## config.mk

```make
export PLATFORM = sky130hd
export DESIGN_NAME = ib_master
export DESIGN_NICKNAME = d
export VERILOG_FILES = /design/src/rtl/ib_master_pkg.sv /design/src/rtl/ib_cpu_regs.sv /design/src/rtl/ib_srq_arb.sv /design/src/rtl/ib_seq.sv /design/src/rtl/ib_pin_drv.sv /design/src/rtl/ib_master.sv
export SDC_FILE = /design/constraint.sdc
export NUM_CORES = 1
export LEC_CHECK = 0
export BUFFER_PORTS_ARGS = -buffer_cell sky130_fd_sc_hd__buf_4
export CAP_MARGIN = 40
export CORE_UTILIZATION = 40
export DETAILED_ROUTE_END_ITERATION = 16
export PLACE_DENSITY = 0.76
export SLEW_MARGIN = 20
export SYNTH_ARGS = -nofsm -noshare
export SYNTH_HDL_FRONTEND = slang
export SYNTH_SLANG_ARGS = --single-unit
```

## constraint.sdc

```tcl
create_clock -name clk -period 4.7 [get_ports clk]
set_clock_uncertainty 0.2 [all_clocks]
set_input_delay 0.47 -clock clk [delete_from_list [all_inputs] [get_ports clk]]
set_output_delay 0.47 -clock clk [all_outputs]
set_load 0.02 [all_outputs]
```

## src/rtl/ib_master_pkg.sv

```systemverilog
// Shared widths, sequencer states and the transfer command record.
package ib_master_pkg;
    localparam int IB_AW = 8;
    localparam int IB_DW = 8;

    typedef enum logic [1:0] {
        ST_IDLE   = 2'd0,
        ST_SETUP  = 2'd1,
        ST_STROBE = 2'd2
    } seq_state_e;

    typedef struct packed {
        logic             is_poll;
        logic             is_read;
        logic [IB_AW-1:0] addr;
        logic [IB_DW-1:0] wdata;
    } ib_cmd_t;
endpackage

```

## src/rtl/ib_cpu_regs.sv

```systemverilog
// Processor register port: holds the outbound data byte and turns an
// address-register write into a transfer request.
// Assumes: writes are single-cycle pulses; busy and bus_en come from the
// sequencer and top; a poll start in the same cycle wins over the processor.
module ib_cpu_regs
    import ib_master_pkg::*;
(
    input  logic             clk,
    input  logic             rst_n,
    input  logic             cpu_we,
    input  logic             cpu_sel,
    input  logic [IB_DW-1:0] cpu_wdata,
    input  logic             busy,
    input  logic             bus_en,
    input  logic             start_poll,
    output logic             start_xfer,
    output ib_cmd_t          cmd,
    output logic             irq_clr
);
    logic             accept;
    logic [IB_DW-1:0] data_q;

    // Accept a write only when idle and the bus is enabled.
    assign accept     = cpu_we && !busy && bus_en;
    assign start_xfer = accept && cpu_sel && !start_poll;
    assign irq_clr    = accept;

    // Data register load.
    always_ff @(posedge clk) begin
        if (!rst_n)
            data_q <= '0;
        else if (accept && !cpu_sel)
            data_q <= cpu_wdata;
    end

    // Command formed from the address byte being written.
    always_comb begin
        cmd.is_poll = 1'b0;
        cmd.is_read = cpu_wdata[IB_AW-1];
        cmd.addr    = cpu_wdata;
        cmd.wdata   = data_q;
    end

    // Writes during a transfer must leave the data byte alone.
    p_busy_keeps_data_r5: assert property (@(posedge clk) disable iff (!rst_n)
        (busy && cpu_we && !cpu_sel) |=> $stable(data_q));
endmodule

```

## src/rtl/ib_srq_arb.sv

```systemverilog
// Service-request arbiter: latches requests that arrive while busy and
// issues a poll start in the first idle cycle with the bus enabled.
// Assumes: srq is synchronous to clk; releasing the bus discards requests.
module ib_srq_arb (
    input  logic clk,
    input  logic rst_n,
    input  logic srq,
    input  logic bus_en,
    input  logic idle,
    output logic start_poll
);
    logic pend_q;

    assign start_poll = idle && bus_en && (srq || pend_q);

    // Pending-request latch.
    always_ff @(posedge clk) begin
        if (!rst_n || !bus_en)
            pend_q <= 1'b0;
        else if (start_poll)
            pend_q <= 1'b0;
        else if (srq)
            pend_q <= 1'b1;
    end

    // A request not served at once must be remembered.
    p_request_held_r7: assert property (@(posedge clk) disable iff (!rst_n)
        (srq && bus_en && !start_poll) |=> (pend_q || !bus_en));
endmodule

```

## src/rtl/ib_seq.sv

```systemverilog
// Transfer sequencer: setup phase of DV_DELAY clocks, strobe phase of
// DV_HOLD clocks, read/poll capture on the last strobe clock, poll interrupt.
// Assumes: DV_DELAY >= 1, DV_HOLD >= 1; starts are only offered while idle.
module ib_seq
    import ib_master_pkg::*;
#(
    parameter int DV_DELAY = 2,
    parameter int DV_HOLD  = 4
) (
    input  logic             clk,
    input  logic             rst_n,
    input  logic             bus_en,
    input  logic             start_xfer,
    input  ib_cmd_t          cpu_cmd,
    input  logic             start_poll,
    input  logic [IB_DW-1:0] ib_din,
    input  logic             irq_clr,
    output seq_state_e       state,
    output ib_cmd_t          cur,
    output logic [IB_DW-1:0] rd_data,
    output logic             irq,
    output logic             idle
);
    localparam int CMAX = (DV_DELAY > DV_HOLD) ? DV_DELAY : DV_HOLD;
    localparam int CW   = $clog2(CMAX + 1);

    logic [CW-1:0] cnt;
    logic          last_strobe;
    logic          poll_done;

    assign idle        = (state == ST_IDLE);
    assign last_strobe = bus_en && (state == ST_STROBE) && (cnt == CW'(DV_HOLD - 1));
    assign poll_done   = last_strobe && cur.is_poll;

    // Phase state machine and cycle counter.
    always_ff @(posedge clk) begin
        if (!rst_n) begin
            state <= ST_IDLE;
            cnt   <= '0;
            cur   <= '0;
        end else if (!bus_en) begin
            state <= ST_IDLE;
            cnt   <= '0;
        end else begin
            case (state)
                ST_IDLE: begin
                    cnt <= '0;
                    if (start_poll) begin
                        cur   <= '{is_poll: 1'b1, is_read: 1'b1, addr: '0, wdata: '0};
                        state <= ST_SETUP;
                    end else if (start_xfer) begin
                        cur   <= cpu_cmd;
                        state <= ST_SETUP;
                    end
                end
                ST_SETUP: begin
                    if (cnt == CW'(DV_DELAY - 1)) begin
                        cnt   <= '0;
                        state <= ST_STROBE;
                    end else begin
                        cnt <= cnt + 1'b1;
                    end
                end
                ST_STROBE: begin
                    if (cnt == CW'(DV_HOLD - 1)) begin
                        cnt   <= '0;
                        state <= ST_IDLE;
                    end else begin
                        cnt <= cnt + 1'b1;
                    end
                end
                default: begin
                    state <= ST_IDLE;
                    cnt   <= '0;
                end
            endcase
        end
    end

    // Capture of inbound byte at the end of a read or poll.
    always_ff @(posedge clk) begin
        if (!rst_n)
            rd_data <= '0;
        else if (last_strobe && cur.is_read)
            rd_data <= ib_din;
    end

    // Poll-complete interrupt flag.
    always_ff @(posedge clk) begin
        if (!rst_n)
            irq <= 1'b0;
        else if (poll_done)
            irq <= 1'b1;
        else if (irq_clr)
            irq <= 1'b0;
    end

    // Releasing the bus returns the sequencer to idle.
    p_release_aborts_r9: assert property (@(posedge clk) disable iff (!rst_n)
        !bus_en |=> (state == ST_IDLE));
endmodule

```

## src/rtl/ib_pin_drv.sv

```systemverilog
// Pin driver: derives address/data enables, strobe and poll from the
// sequencer phase, and forces every output inactive when the bus is released.
// Assumes: bus_en may change in any cycle; release takes effect combinationally.
module ib_pin_drv
    import ib_master_pkg::*;
(
    input  seq_state_e       state,
    input  ib_cmd_t          cur,
    input  logic             bus_en,
    output logic [IB_AW-1:0] ib_addr,
    output logic             ib_addr_oe,
    output logic [IB_DW-1:0] ib_dout,
    output logic             ib_dout_oe,
    output logic             ib_dv_n,
    output logic             ib_poll
);
    logic active;
    logic strobe;

    // Output gating by phase and bus enable.
    always_comb begin
        active     = bus_en && (state != ST_IDLE);
        strobe     = bus_en && (state == ST_STROBE);
        ib_addr_oe = active && !cur.is_poll;
        ib_dout_oe = active && !cur.is_poll && !cur.is_read;
        ib_addr    = ib_addr_oe ? cur.addr  : '0;
        ib_dout    = ib_dout_oe ? cur.wdata : '0;
        ib_dv_n    = !strobe;
        ib_poll    = strobe && cur.is_poll;
    end
endmodule

```

## src/rtl/ib_master.sv

```systemverilog
// Instrument bus master top: register port, service-request arbiter,
// transfer sequencer and pin driver.
// Assumes: all inputs synchronous to clk; tri-state buffers outside use the
// enable outputs.
module ib_master #(
    parameter int DV_DELAY = 2,
    parameter int DV_HOLD  = 4
) (
    input  logic       clk,
    input  logic       rst_n,
    input  logic       cpu_we,
    input  logic       cpu_sel,
    input  logic [7:0] cpu_wdata,
    input  logic       srq,
    input  logic       ext_ctl_n,
    input  logic       test_dis,
    input  logic [7:0] ib_din,
    output logic [7:0] ib_addr,
    output logic       ib_addr_oe,
    output logic [7:0] ib_dout,
    output logic       ib_dout_oe,
    output logic       ib_dv_n,
    output logic       ib_poll,
    output logic       ib_bus_en,
    output logic       busy,
    output logic [7:0] rd_data,
    output logic       irq
);
    import ib_master_pkg::*;

    logic       bus_en;
    logic       idle;
    logic       start_xfer;
    logic       start_poll;
    logic       irq_clr;
    ib_cmd_t    cpu_cmd;
    ib_cmd_t    cur;
    seq_state_e state;

    assign bus_en    = ext_ctl_n && !test_dis;
    assign ib_bus_en = bus_en;
    assign busy      = !idle;

    ib_cpu_regs u_regs (
        .clk(clk), .rst_n(rst_n), .cpu_we(cpu_we), .cpu_sel(cpu_sel),
        .cpu_wdata(cpu_wdata), .busy(busy), .bus_en(bus_en),
        .start_poll(start_poll), .start_xfer(start_xfer), .cmd(cpu_cmd),
        .irq_clr(irq_clr)
    );

    ib_srq_arb u_arb (
        .clk(clk), .rst_n(rst_n), .srq(srq), .bus_en(bus_en), .idle(idle),
        .start_poll(start_poll)
    );

    ib_seq #(.DV_DELAY(DV_DELAY), .DV_HOLD(DV_HOLD)) u_seq (
        .clk(clk), .rst_n(rst_n), .bus_en(bus_en), .start_xfer(start_xfer),
        .cpu_cmd(cpu_cmd), .start_poll(start_poll), .ib_din(ib_din),
        .irq_clr(irq_clr), .state(state), .cur(cur), .rd_data(rd_data),
        .irq(irq), .idle(idle)
    );

    ib_pin_drv u_drv (
        .state(state), .cur(cur), .bus_en(bus_en), .ib_addr(ib_addr),
        .ib_addr_oe(ib_addr_oe), .ib_dout(ib_dout), .ib_dout_oe(ib_dout_oe),
        .ib_dv_n(ib_dv_n), .ib_poll(ib_poll)
    );

    // Run length of the low strobe, for the width check.
    logic [7:0] dv_low_run;
    always_ff @(posedge clk) begin
        if (!rst_n)
            dv_low_run <= '0;
        else if (!ib_dv_n)
            dv_low_run <= (dv_low_run == 8'hFF) ? dv_low_run : dv_low_run + 1'b1;
        else
            dv_low_run <= '0;
    end

    p_strobe_width_r4: assert property (@(posedge clk) disable iff (!rst_n)
        ($rose(ib_dv_n) && bus_en && $past(bus_en)) |-> (dv_low_run == 8'(DV_HOLD)));

    p_setup_before_strobe_r2: assert property (@(posedge clk) disable iff (!rst_n)
        ($fell(ib_dv_n) && ib_addr_oe) |-> $past(ib_addr_oe));

    p_read_no_drive_r3: assert property (@(posedge clk) disable iff (!rst_n)
        (ib_addr_oe && ib_addr[7]) |-> !ib_dout_oe);

    p_poll_with_strobe_r6: assert property (@(posedge clk) disable iff (!rst_n)
        ib_poll |-> (!ib_dv_n && !ib_addr_oe && !ib_dout_oe));

    p_irq_from_poll_r8: assert property (@(posedge clk) disable iff (!rst_n)
        $rose(irq) |-> $past(ib_poll));
endmodule

```

# [After elaboration in Yosys (flattened, before gate mapping)]
# Index checks and enable logic that the tools add are counted.
[classes] add_sub_neg=1 n_mul=0 div_mod_pow=0 magnitude_cmp=0 eq_ne=7 shift=0 n_mux=14 n_bitwise=0 n_reduce_logical=35
[ops] operator="two-way mux 18 bit" n=2
[ops] operator="logical AND 1 bit" n=16
[ops] operator="two-way mux 8 bit" n=2
[ops] operator="zero test 1 bit" n=9
[ops] operator="two-way mux 2 bit" n=4
[ops] operator="two-way mux 3 bit" n=2
[ops] operator="case mux 2 bit (3 select lines)" n=1
[ops] operator="case mux 3 bit (2 select lines)" n=1
[ops] operator="AND reduction 3 bit" n=2
[ops] operator="nonzero test 2 bit" n=3
[ops] operator="adder 3 x 1 -> 3 bit, second input constant" n=1
[ops] operator="equality test 3 x 1 -> 1 bit, second input constant" n=1
[ops] operator="equality test 3 x 2 -> 1 bit, second input constant" n=1
[ops] operator="inequality test 3 x 1 -> 1 bit, second input constant" n=1
[ops] operator="equality test 2 x 1 -> 1 bit, second input constant" n=1
[ops] operator="equality test 2 bit, second input constant" n=1
[ops] operator="zero test 2 bit" n=1
[ops] operator="logical OR 1 bit" n=2
[ops] operator="two-way mux 1 bit" n=2
[ops] operator="inequality test 2 x 1 -> 1 bit, second input constant" n=1
[ops] operator="inequality test 2 bit, second input constant" n=1
[ops] operator="AND reduction 2 bit" n=1
[ops] operator="OR reduction 2 bit" n=1
[word_totals] register_bits=41 latch_bits=0 ramBits=0 rom_bits=0 inputBits=23 out_inout_bits=31 elab_cells=67 mem_count=0

# [Depth between registers and ports, before layout]
# Gate-level depths: netlist of the first run.
[depth] depth_word=9 ltp_mapped=8 depth_no_buf=6

# [Cells and area by module]
# Synthesis of the first run repeated with hierarchy kept, for this count alone.
[unflattened] cells_unflattened=240 area_unflattened_um2=2210.9
[modules_own_cells] mod="ib_seq" instances=1 cells_each=156 area_each_um2=1453.9 seq_area_each_um2=640.6
[modules_own_cells] mod="ib_cpu_regs" instances=1 cells_each=50 area_each_um2=429.2 seq_area_each_um2=160.2
[modules_own_cells] mod="ib_pin_drv" instances=1 cells_each=27 area_each_um2=261.5 seq_area_each_um2=0.0
[modules_own_cells] mod="ib_srq_arb" instances=1 cells_each=5 area_each_um2=48.8 seq_area_each_um2=20.0
[modules_own_cells] mod="ib_master" instances=1 cells_each=2 area_each_um2=17.5 seq_area_each_um2=0.0

# [Worst setup path after synthesis of the first run]
# Ideal clock, no wire load.
[synth_path] kind="in2out" start="in test_dis" end="out ib_dout[0]" t_arrival_ps=1759 required_time_ps=4030 path_slack_ps=2271 stages=5 n_path_buf=1 path_cell_list="and2b_2 > nor3b_4 > nor2b_1 > buf_4 > and2_1"
[synth_via] elab_chain_cells=6
[synth_lines] element="start, declared" line_no="ib_master.sv:16" text="input logic test_dis,"
[synth_lines] element="zero test 1 bit" line_no="ib_master.sv:40" text="assign bus_en = ext_ctl_n && !test_dis;"
[synth_lines] element="logical AND 1 bit" line_no="ib_master.sv:40"
[synth_lines] element="logical AND 1 bit" line_no="ib_pin_drv.sv:22" text="active = bus_en && (state != ST_IDLE);"
[synth_lines] element="logical AND 1 bit"
[synth_lines] element="named net ib_addr_oe" line_no="ib_master.sv:19" text="output logic ib_addr_oe,"
[synth_lines] element="logical AND 1 bit" line_no="ib_pin_drv.sv:25" text="ib_dout_oe = active && !cur.is_poll && !cur.is_read;"
[synth_lines] element="named net ib_dout_oe" line_no="ib_master.sv:21" text="output logic ib_dout_oe,"
[synth_lines] element="two-way mux 8 bit" line_no="ib_pin_drv.sv:27" text="ib_dout = ib_dout_oe ? cur.wdata : '0;"
[synth_lines] element="end, declared" line_no="ib_master.sv:20" text="output logic [7:0] ib_dout,"
# The timed path passes the listed nets, and every way through them passes these cells.

# [Worst setup path in the final report of the first run]
[layout_path] start="reg u_seq.state[0]" end="out ib_dout[4]"
[layout_via] elab_chain_cells=5
[layout_lines] element="start, declared" line_no="ib_seq.sv:18" text="output seq_state_e state,"
[layout_lines] element="start signal, assigned" line_no="ib_seq.sv:38" text="state <= ST_IDLE;"
[layout_lines] element="start signal, assigned" line_no="ib_seq.sv:42" text="state <= ST_IDLE;"
[layout_lines] element="start signal, assigned" line_no="ib_seq.sv:50" text="state <= ST_SETUP;"
[layout_lines] element="nonzero test 2 bit" line_no="ib_pin_drv.sv:22"
[layout_lines] element="logical AND 1 bit" line_no="ib_pin_drv.sv:22"
[layout_lines] element="logical AND 1 bit (2 in a row)" line_no="ib_pin_drv.sv:25"
[layout_lines] element="two-way mux 8 bit" line_no="ib_pin_drv.sv:27"
# Every way passes these cells.

==> results.json, run 1 <==
{
  "hold_path.class": "in2reg",
  "fmax_ghz": 0.342,
  "grt_max_degree": 22,
  "slew_violations": 0,
  "crit_arrival_ns": 2.26,
  "start_kind": "flip-flop",
  "fin_crit_ns": 2.93,
  "p_total_mw": 0.686,
  "ioPinCount": 54,
  "drtIter0Drc": 56,
  "hold_ws_ns": 0.221,
  "vias": 1452,
  "grt_pass1_vias": 1405,
  "dr.pass1.iters": 4,
  "synth_edf_count": 0,
  "clk_latency_ns": 0.30,
  "cts_buffers": 5,
  "area_growth_pct": 28.3,
  "die_area_sq_mm": 0.00487,
  "viasPerCell": 4.75,
  "start_util": 0.420,
  "place_congestion": 0.829,
  "cpMaxStageDelayCell": "nor2b_1",
  "overflow": 0,
  "syn_nets": 234,
  "drive_gt1_frac": 0.264,
  "dp_hpwl_mm": 2.71,
  "io_buffers": 53,
  "cts.sinks": 41,
  "htree_levels": 2,
  "crit_chain": "inv_1 > ha_1 > nor3b_4 > nor2b_1 > and2_1 > buf_4",
  "clk_pin_slew_worst_paths_ns": 0.08,
  "antenna_cells": 0,
  "power_density_mw_per_mm2": 291,
  "grt.total_usage": 0.165,
  "tns_ns": 0,
  "drc_errors": 0,
  "synth_cell_type_count": 31,
  "nets": 284,
  "yosysWarningCount": 0,
  "cts_setup_buffers": 0,
  "fin_util": 0.538,
  "cts-root-buf": "clkbuf_8",
  "die_w_um": 69.8,
  "antenna_found_initial": 0,
  "slowest_delay_ns": 0.49,
  "setup_violations": 0,
  "seq_area_frac_synth": 0.446,
  "crit_type": "reg2out",
  "cts.repair.resized": 0,
  "grt_pass1_wl_mm": 6.28,
  "final.period_utilization": 0.622,
  "max_slew.worst_pin.slew_ns": 0.623,
  "hold_viol": 0,
  "max_slew_margin": 0.585,
  "core-area_sq_mm": 0.00438,
  "yosys_register_bits": 41,
  "row_count": 24,
  "cts-hold-fix-buffers": 0,
  "ant_nets": 0,
  "avgSynthCellArea_sq_um": 9.06,
  "rsz0062_at_grt": "false",
  "cts_buffer_depth": 2,
  "routed_wl_mm": 3.69,
  "n_fill_cell": 417,
  "maxCapViolations": 0,
  "synthFlopType": "dfxtp_1",
  "wl_per_cell_um": 12.1,
  "status": "finished clean",
  "async_flop_share": 0,
  "path_max_fanout": 10,
  "fp.dieH_um": 69.8,
  "leakagePower_nw": 0.955,
  "required_ns": 4.03,
  "netlist_instances": 203,
  "peakVddDrop_uv": 157,
  "worstSetupEndpointType": "primary output",
  "netlist_area_sq_mm": 0.00184,
  "cts_tree": "done"
}
final timing paths:
kind                                    start                          to  slack (ns)  depth (start not counted)
setup / recovery  u_seq.state[0]$_SDFFE_PN0P_                  ib_dout[4]        1.77                          6
hold / removal                   cpu_wdata[6]  u_seq.cur[14]$_SDFFE_PN0P_        0.22                          3
setup reg to reg  u_seq.state[0]$_SDFFE_PN0P_  u_seq.cur[16]$_SDFFE_PN0P_        2.54                          6
hold reg to reg    u_seq.cur[12]$_SDFFE_PN0P_  u_seq.cur[12]$_SDFFE_PN0P_        0.25                          2
cells by family (layout without fill, tap and decap cells):
logic type                 count (synthesis)  in the layout  share of synthesized area
AOI/OAI and AO/OA                         23             23                     0.0687
adders and majority gates                  8              8                     0.0544
buffers and inverters                     19             70                     0.0497
DFF                                       41             41                      0.446
muxes                                     18             18                     0.0980
and+or+nand+nor                           94             94                      0.283
placed cells by master (no fill, tap or decap):
cell	count
nand4b_2	1
dfxtp_1	41
o31ai_1	1
a2bb2oi_1	1
nand2_1	40
clkinvlp_4	1
o21ai_0	1
and2b_2	1
or2_1	1
a22oi_1	1
ha_1	8
mux2i_1	18
nor2b_1	20
nand3b_1	1
clkinv_4	1
clkbuf_8	5
nor2_2	1
a21oi_1	18
nand4b_1	1
bufinv_16	1
nor2_4	1
inv_1	9
and4_1	1
buf_4	53
a21boi_1	1
nor2_1	3
nor3b_4	1
nor3_2	1
nor3b_1	1
and3_1	2
nand2b_1	1
and2_1	17
flip-flops by register name, indices dropped and copies added (netlist names):
signal / count
u_seq.cur: 18
u_regs.data_q: 8
u_seq.rd_data: 8
u_seq.cnt: 3
u_seq.state: 2
u_arb.pend_q: 1
u_seq.irq: 1
cells in the mapped netlist (2+ instances only):
library cell  instances  area share
dfxtp_1              41        0.45
nand2_1              40       0.082
nor2b_1              20       0.068
a21oi_1              18       0.049
mux2i_1              18       0.098
and2_1               17       0.058
inv_1                 9       0.018
ha_1                  8       0.054
buf_2                 4       0.011
clkbuf_1              3      0.0061
nor2_1                3      0.0061
and3_1                2      0.0068
buf_4                 2      0.0082
worst max-delay path, delay by kind of cell (launching register included):
kind                     cells  cell delay [ns]
AND/OR/NAND/NOR              3             1.06
flip-flops                   1             0.36
adder cells (fa/ha/maj)      1             0.31
buffers and inverters        2             0.22
area by class of cell:
cell class / instances / area, sq um / share of cell area
Multi-Input combinational cell: 143 / 927 / 0.393
Sequential cell: 41 / 821 / 0.348
Timing Repair Buffer: 53 / 398 / 0.169
Clock buffer: 5 / 68.8 / 0.0292
Tap cell: 52 / 65.1 / 0.0276
Clock inverter: 3 / 46.3 / 0.0196
Inverter: 9 / 33.8 / 0.0143
per-layer routing:
metal	part of all wire	GRT usage	routed length, um	vias to the layer above
li1	-	-	-	755
met1	0.45	0.193	1660	651
met2	0.48	0.283	1780	38
met3	0.047	0.0378	175	8
met4	0.019	0.0800	70	0
met5	0	0	0	-
power by group:
group	switching, mW	internal (mW)	leakage, nW
Sequential	0.00246	0.351	0.331
Combinational	0.0219	0.0226	0.570
Clock	0.129	0.159	0.0543
Total	0.153	0.533	0.955
per-stage QoR:
step	setup WS, ns	cells	cell area (sq um)
after floorplan	2.27	203	1840
after global placement	2.03	298	2240
after detailed placement	1.97	298	2240
after CTS	1.75	306	2360
after global routing	1.52	306	2360
final	1.77	306	2360
Power figures use the tool's default switching activity.
==> run 2: changes to the inputs <==
--- a/config.mk
+++ b/config.mk
@@ -5,11 +5,12 @@
 export SDC_FILE = /design/constraint.sdc
 export NUM_CORES = 1
 export LEC_CHECK = 0
+export ABC_AREA = 1
 export BUFFER_PORTS_ARGS = -buffer_cell sky130_fd_sc_hd__buf_4
 export CAP_MARGIN = 40
 export CORE_UTILIZATION = 40
 export DETAILED_ROUTE_END_ITERATION = 16
-export PLACE_DENSITY = 0.76
+export PLACE_DENSITY = 0.79
 export SLEW_MARGIN = 20
 export SYNTH_ARGS = -nofsm -noshare
 export SYNTH_HDL_FRONTEND = slang
==> constraint.sdc (replaced) <==
create_clock -name clk -period 2.44 [get_ports clk]
set_clock_uncertainty 0.2 [all_clocks]
set_input_delay 0.244 -clock clk [delete_from_list [all_inputs] [get_ports clk]]
set_output_delay 0.244 -clock clk [all_outputs]
set_load 0.02 [all_outputs]
==> run 2 against run 1 <==
Flip-flop and latch count unchanged; via count up 17%; routed wire length up 12%; critical path depth unchanged; die area down 1.1%; design area up 4.3%; worst setup slack worse by 1.5 ns; core utilization up 2.7 points; clock power up 91%; critical endpoint unchanged; highest routed layer unchanged.
==> results.json, run 2 <==
{
  "async_flop_share": 0,
  "yosysWarningCount": 0,
  "setup_ws_ns": 0.236,
  "hold_ws_ns": 0.0619,
  "largest_register_ffs": 18,
  "cts_buffer_depth": 2,
  "slew_violations": 0,
  "cts_tree": "done",
  "avgSynthCellArea_sq_um": 7.34,
  "worstSetupEndpointType": "primary output",
  "row_count": 24,
  "maxCapViolations": 0,
  "clk_latency_ns": 0.30,
  "nets": 343,
  "vias": 1704,
  "top_regs": "u_seq.cur (18), u_regs.data_q (8), u_seq.rd_data (8)",
  "crit_type": "reg2out",
  "status": "finished clean",
  "synth_cell_type_count": 23,
  "drive_gt1_frac": 0.227,
  "grt_max_degree": 20,
  "place_congestion": 0.769,
  "htree_levels": 2,
  "required_ns": 2.00,
  "leakagePower_nw": 1.07,
  "cts.sinks": 41,
  "top_register": "u_seq.cur",
  "rsz0062_at_grt": "false",
  "final.period_utilization": 0.903,
  "wl_per_cell_um": 11.3,
  "grt_pass1_vias": 1572,
  "start_util": 0.418,
  "hold_viol": 0,
  "die_w_um": 69.4,
  "hold_path.class": "in2reg",
  "synth_top_area_frac": 0.451,
  "synth.area.top_cells": "dfxtp_1, nor2_1, o21ai_0",
  "syn_nets": 279,
  "max_slew.worst_pin.slew_ns": 0.533,
  "fmax_ghz": 0.454,
  "yosysTopAreaCell": "dfxtp_1",
  "cts_setup_buffers": 0,
  "dr.pass1.iters": 4,
  "netlist_area_sq_mm": 0.00182,
  "antenna_cells": 0,
  "clk_pin_slew_worst_paths_ns": 0.09,
  "n_fill_cell": 413,
  "core-area_sq_mm": 0.00435,
  "fin_area_sq_mm": 0.00246,
  "dp_slack_ns": 0.431,
  "cts_buffers": 5,
  "start_kind": "flip-flop",
  "seq_area_frac_synth": 0.451,
  "ant_nets": 0,
  "antenna_found_initial": 0,
  "netlist_instances": 248,
  "synthMostInstantiatedCell": "nor2_1",
  "most-common-layout-cells": "nor2_1, buf_4, inv_1, dfxtp_1, o21ai_0",
  "routed_wl_mm": 4.12,
  "tns_ns": 0,
  "overflow": 0,
  "viasPerCell": 4.67,
  "peakVddDrop_uv": 400,
  "ioPinCount": 54,
  "grt_pass1_wl_mm": 6.66,
  "synth_common_cells": "nor2_1, inv_1, dfxtp_1",
  "max_slew_margin": 0.644,
  "synthFlopType": "dfxtp_1",
  "power_density_mw_per_mm2": 570,
  "cts-root-buf": "clkbuf_8",
  "yosys_register_bits": 41,
  "io_buffers": 53,
  "die_area_sq_mm": 0.00482,
  "final_common_cell": "nor2_1",
  "grt.total_usage": 0.175,
  "crit_arrival_ns": 1.76,
  "dp_hpwl_mm": 2.87,
  "place_area_sq_mm": 0.00227,
  "drc_errors": 0,
  "fp.dieH_um": 69.4,
  "fin_crit_ns": 2.20,
  "synth_edf_count": 0,
  "path_max_fanout": 9,
  "drtIter0Drc": 85,
  "setup_violations": 0,
  "area_growth_pct": 35.3
}
[run 2: final timing paths]
check,start,end,slack [ns],depth (start not counted)
min reg2reg,u_regs.data_q[5]$_SDFFE_PN0P_,u_regs.data_q[5]$_SDFFE_PN0P_,0.24,2
max,u_seq.state[0]$_SDFFE_PN0P_,ib_dout[4],0.24,6
min,cpu_wdata[5],u_regs.data_q[5]$_SDFFE_PN0P_,0.06,3
max reg2reg,u_seq.state[0]$_SDFFE_PN0P_,u_regs.data_q[7]$_SDFFE_PN0P_,0.40,7
[run 2: timing repair]
action | in CTS | in global routing
setup endpoints to repair | 0 | 7
gates resized for setup | 0 | 1
endpoints found under the hold margin | 8 | 0
hold buffers | 8 | 0
[run 2: cells by family (layout without fill, tap and decap cells)]
group | after synthesis | after routing | synth area share
compound gates | 49 | 49 | 0.136
flops | 41 | 41 | 0.451
buf+inv | 52 | 117 | 0.112
simple gates | 98 | 98 | 0.246
fa+ha+maj | 8 | 8 | 0.0550
[run 2: where the power goes]
part / leakage, nW / internal (mW) / switching, mW
clock: 0.0585 / 0.307 / 0.243
sequential: 0.333 / 0.694 / 0.0125
combinational: 0.682 / 0.0671 / 0.0803
[run 2: critical path, cell delays in order (launching register included)]
cell and delay, ns:
dfxtp_1 0.35, inv_1 0.08, ha_1 0.27, nor3_2 0.26, nand2_2 0.19, nor2_1 0.15
buf_4 0.16
[run 2: layout make-up]
| cell class | count | area [sq um] | area share |
|---|---|---|---|
| flip-flops and latches | 41 | 821 | 0.334 |
| clock buffers | 5 | 68.8 | 0.0280 |
| multi-input cells | 155 | 797 | 0.324 |
| inverters | 46 | 173 | 0.0702 |
| clock inverters | 3 | 43.8 | 0.0178 |
| repair buffers | 63 | 493 | 0.200 |
| well taps | 52 | 65.1 | 0.0264 |
[run 2: layer usage]
metal	up-vias	global-route usage	wire length, um
met5	-	0	0
met4	0	0.0816	66
met3	7	0.0422	205
met2	43	0.302	2060
met1	748	0.203	1790
li1	906	-	-
[run 2: per-stage QoR]
stage          total power [mW]   util  instances
4_1_cts                    1.42  0.565        365
5_1_grt                    1.47  0.565        365
6_report                   1.40  0.565        365
3_3_place_gp              0.856  0.520        349
3_5_place_dp              0.860  0.520        349
2_1_floorplan             0.805      -        248
==> run 3: changes to the inputs <==
--- a/config.mk
+++ b/config.mk
@@ -8,6 +8,7 @@
 export ABC_AREA = 1
 export BUFFER_PORTS_ARGS = -buffer_cell sky130_fd_sc_hd__buf_4
 export CAP_MARGIN = 40
+export CORE_ASPECT_RATIO = 0.5
 export CORE_UTILIZATION = 40
 export DETAILED_ROUTE_END_ITERATION = 16
 export PLACE_DENSITY = 0.79
==> run 3 against run 2 <==
Design area down 0.41%; count of clock-buffer cells in the layout up 1; first-iteration DRC count fell by 38%; routed wire length rose by 1.6%.
==> results.json, run 3 (same netlist as run 2, synthesis figures left out) <==
{
  "status": "finished clean",
  "final_common_cell": "nor2_1",
  "hold_path.class": "in2reg",
  "ioPinCount": 54,
  "nets": 341,
  "drc_errors": 0,
  "grt_pass1_vias": 1593,
  "slew_violations": 0,
  "path_max_fanout": 9,
  "tns_ns": 0,
  "start_util": 0.441,
  "grt.total_usage": 0.177,
  "cts_buffer_depth": 2,
  "rr_worst_depth": 7,
  "top_regs": "u_seq.cur (18), u_regs.data_q (8), u_seq.rd_data (8)",
  "start_kind": "flip-flop",
  "dp.cells": 350,
  "die_w_um": 97.4,
  "cts.repair.resized": 0,
  "place_congestion": 0.721,
  "grt_max_degree": 20,
  "routed_wl_mm": 4.19,
  "r2r-start": "u_seq.state[1]$_SDFFE_PN0P_",
  "max_slew.worst_pin.slew_ns": 0.480,
  "place_area_sq_mm": 0.00226,
  "hp-start": "ib_din[7]",
  "n_fill_cell": 346,
  "largest_register_ffs": 18,
  "final.period_utilization": 0.929,
  "cts_tree": "done",
  "crit_type": "reg2out",
  "leakagePower_nw": 1.06,
  "area_growth_pct": 34.7,
  "peakVddDrop_uv": 285,
  "regArea_sq_um": 821,
  "setup_ws_ns": 0.174,
  "fin_area_sq_mm": 0.00245,
  "r2r_setup_slack_ns": 0.47,
  "die_area_sq_mm": 0.00484,
  "max_slew_margin": 0.679,
  "dp_hpwl_mm": 2.92,
  "drtIter0Drc": 53,
  "io_buffers": 53,
  "vias": 1722,
  "crit_arrival_ns": 1.82,
  "drive_gt1_frac": 0.222,
  "fin_crit_ns": 2.27,
  "row_count": 16,
  "hold_ws_ns": 0.0136,
  "worstSetupEndpointType": "primary output",
  "overflow": 0,
  "fmax_ghz": 0.441,
  "cts-root-buf": "clkbuf_8",
  "required_ns": 2.00,
  "stdcell_count": 365,
  "hold_viol": 0,
  "ant_nets": 0,
  "viasPerCell": 4.72,
  "maxCapViolations": 0,
  "antenna_cells": 0,
  "worstHoldPathCells": 3,
  "grt_pass1_wl_mm": 6.91,
  "cts_buffers": 5,
  "most-common-layout-cells": "nor2_1, buf_4, inv_1, dfxtp_1, o21ai_0",
  "regToRegEndpoint": "u_regs.data_q[3]$_SDFFE_PN0P_",
  "dp_slack_ns": 0.508,
  "cts.sinks": 41,
  "top_register": "u_seq.cur",
  "dr.pass1.iters": 4,
  "clk_latency_ns": 0.30,
  "rsz0062_at_grt": "false",
  "fp.dieH_um": 49.7,
  "multiInputGateArea_sq_um": 795,
  "wl_per_cell_um": 11.5,
  "core-area_sq_mm": 0.00412,
  "holdPathEnd": "u_seq.rd_data[7]$_SDFFE_PN0P_",
  "clk_pin_slew_worst_paths_ns": 0.08,
  "htree_levels": 2,
  "power_density_mw_per_mm2": 585,
  "antenna_found_initial": 0,
  "setup_violations": 0
}
[run 3: cell count changes in the layout (fill, tap and decap cells not counted), sizes merged]
cell,previous run,this run
clkinv,2,1
inv,46,45
buf,55,54
clkbuf,5,6
clkinvlp,0,1
dlygate4sd3,8,7
[run 3: final cells by class]
| cell class | count | area share |
|---|---|---|
| well taps | 54 | 0.0276 |
| clock inverters | 2 | 0.0153 |
| repair buffers | 61 | 0.194 |
| flip-flops and latches | 41 | 0.335 |
| inverters | 46 | 0.0704 |
| clock buffers | 6 | 0.0337 |
| multi-input cells | 155 | 0.324 |
[run 3: power by group]
part	internal, mW	switching [mW]
Combinational	0.0659	0.0789
Sequential	0.694	0.0133
Clock	0.333	0.249
[run 3: layer usage]
layer  wire (um)  track usage  share of wire  vias to the layer above
met4          76       0.0662          0.018                        0
met2        2130        0.328           0.51                       36
met5           0            0              0                        -
met3         160       0.0411          0.038                       11
li1            -            -              -                      901
met1        1820        0.202           0.43                      774
[run 3: stage by stage]
stage | utilization | power [mW]
3_3_place_gp | 0.548 | 0.854
3_5_place_dp | 0.548 | 0.858
5_1_grt | 0.594 | 1.49
6_report | 0.594 | 1.43
4_1_cts | 0.594 | 1.44
2_1_floorplan | - | 0.805
[run 3: worst max path at each step]
stage	startpoint	endpoint	slack, ns	depth (start not counted)
global route	u_seq.state[0]$_SDFFE_PN0P_	ib_dout[5]	0.002	6
detailed placement	u_seq.state[0]$_SDFFE_PN0P_	ib_dout[0]	0.51	6
finish	u_seq.state[0]$_SDFFE_PN0P_	ib_dout[0]	0.17	6
global placement	u_seq.state[0]$_SDFFE_PN0P_	ib_dout[5]	0.55	6
CTS	u_seq.state[0]$_SDFFE_PN0P_	ib_dout[0]	0.15	6
floorplan	u_seq.state[0]$_SDFFE_PN0P_	ib_dout[0]	0.35	5
[run 3: worst max-delay path: stages, from the launching register on]
cell     delay (ns)
dfxtp_1        0.38
inv_1          0.09
ha_1           0.28
nor3_2         0.22
nand2_1        0.24
nor2_1         0.16
buf_4          0.15
[run 3: timing repair]
action / CTS / global route
setup buffers: 0 / 0
hold buffers: 7 / 0
endpoints found under the hold margin: 7 / 0
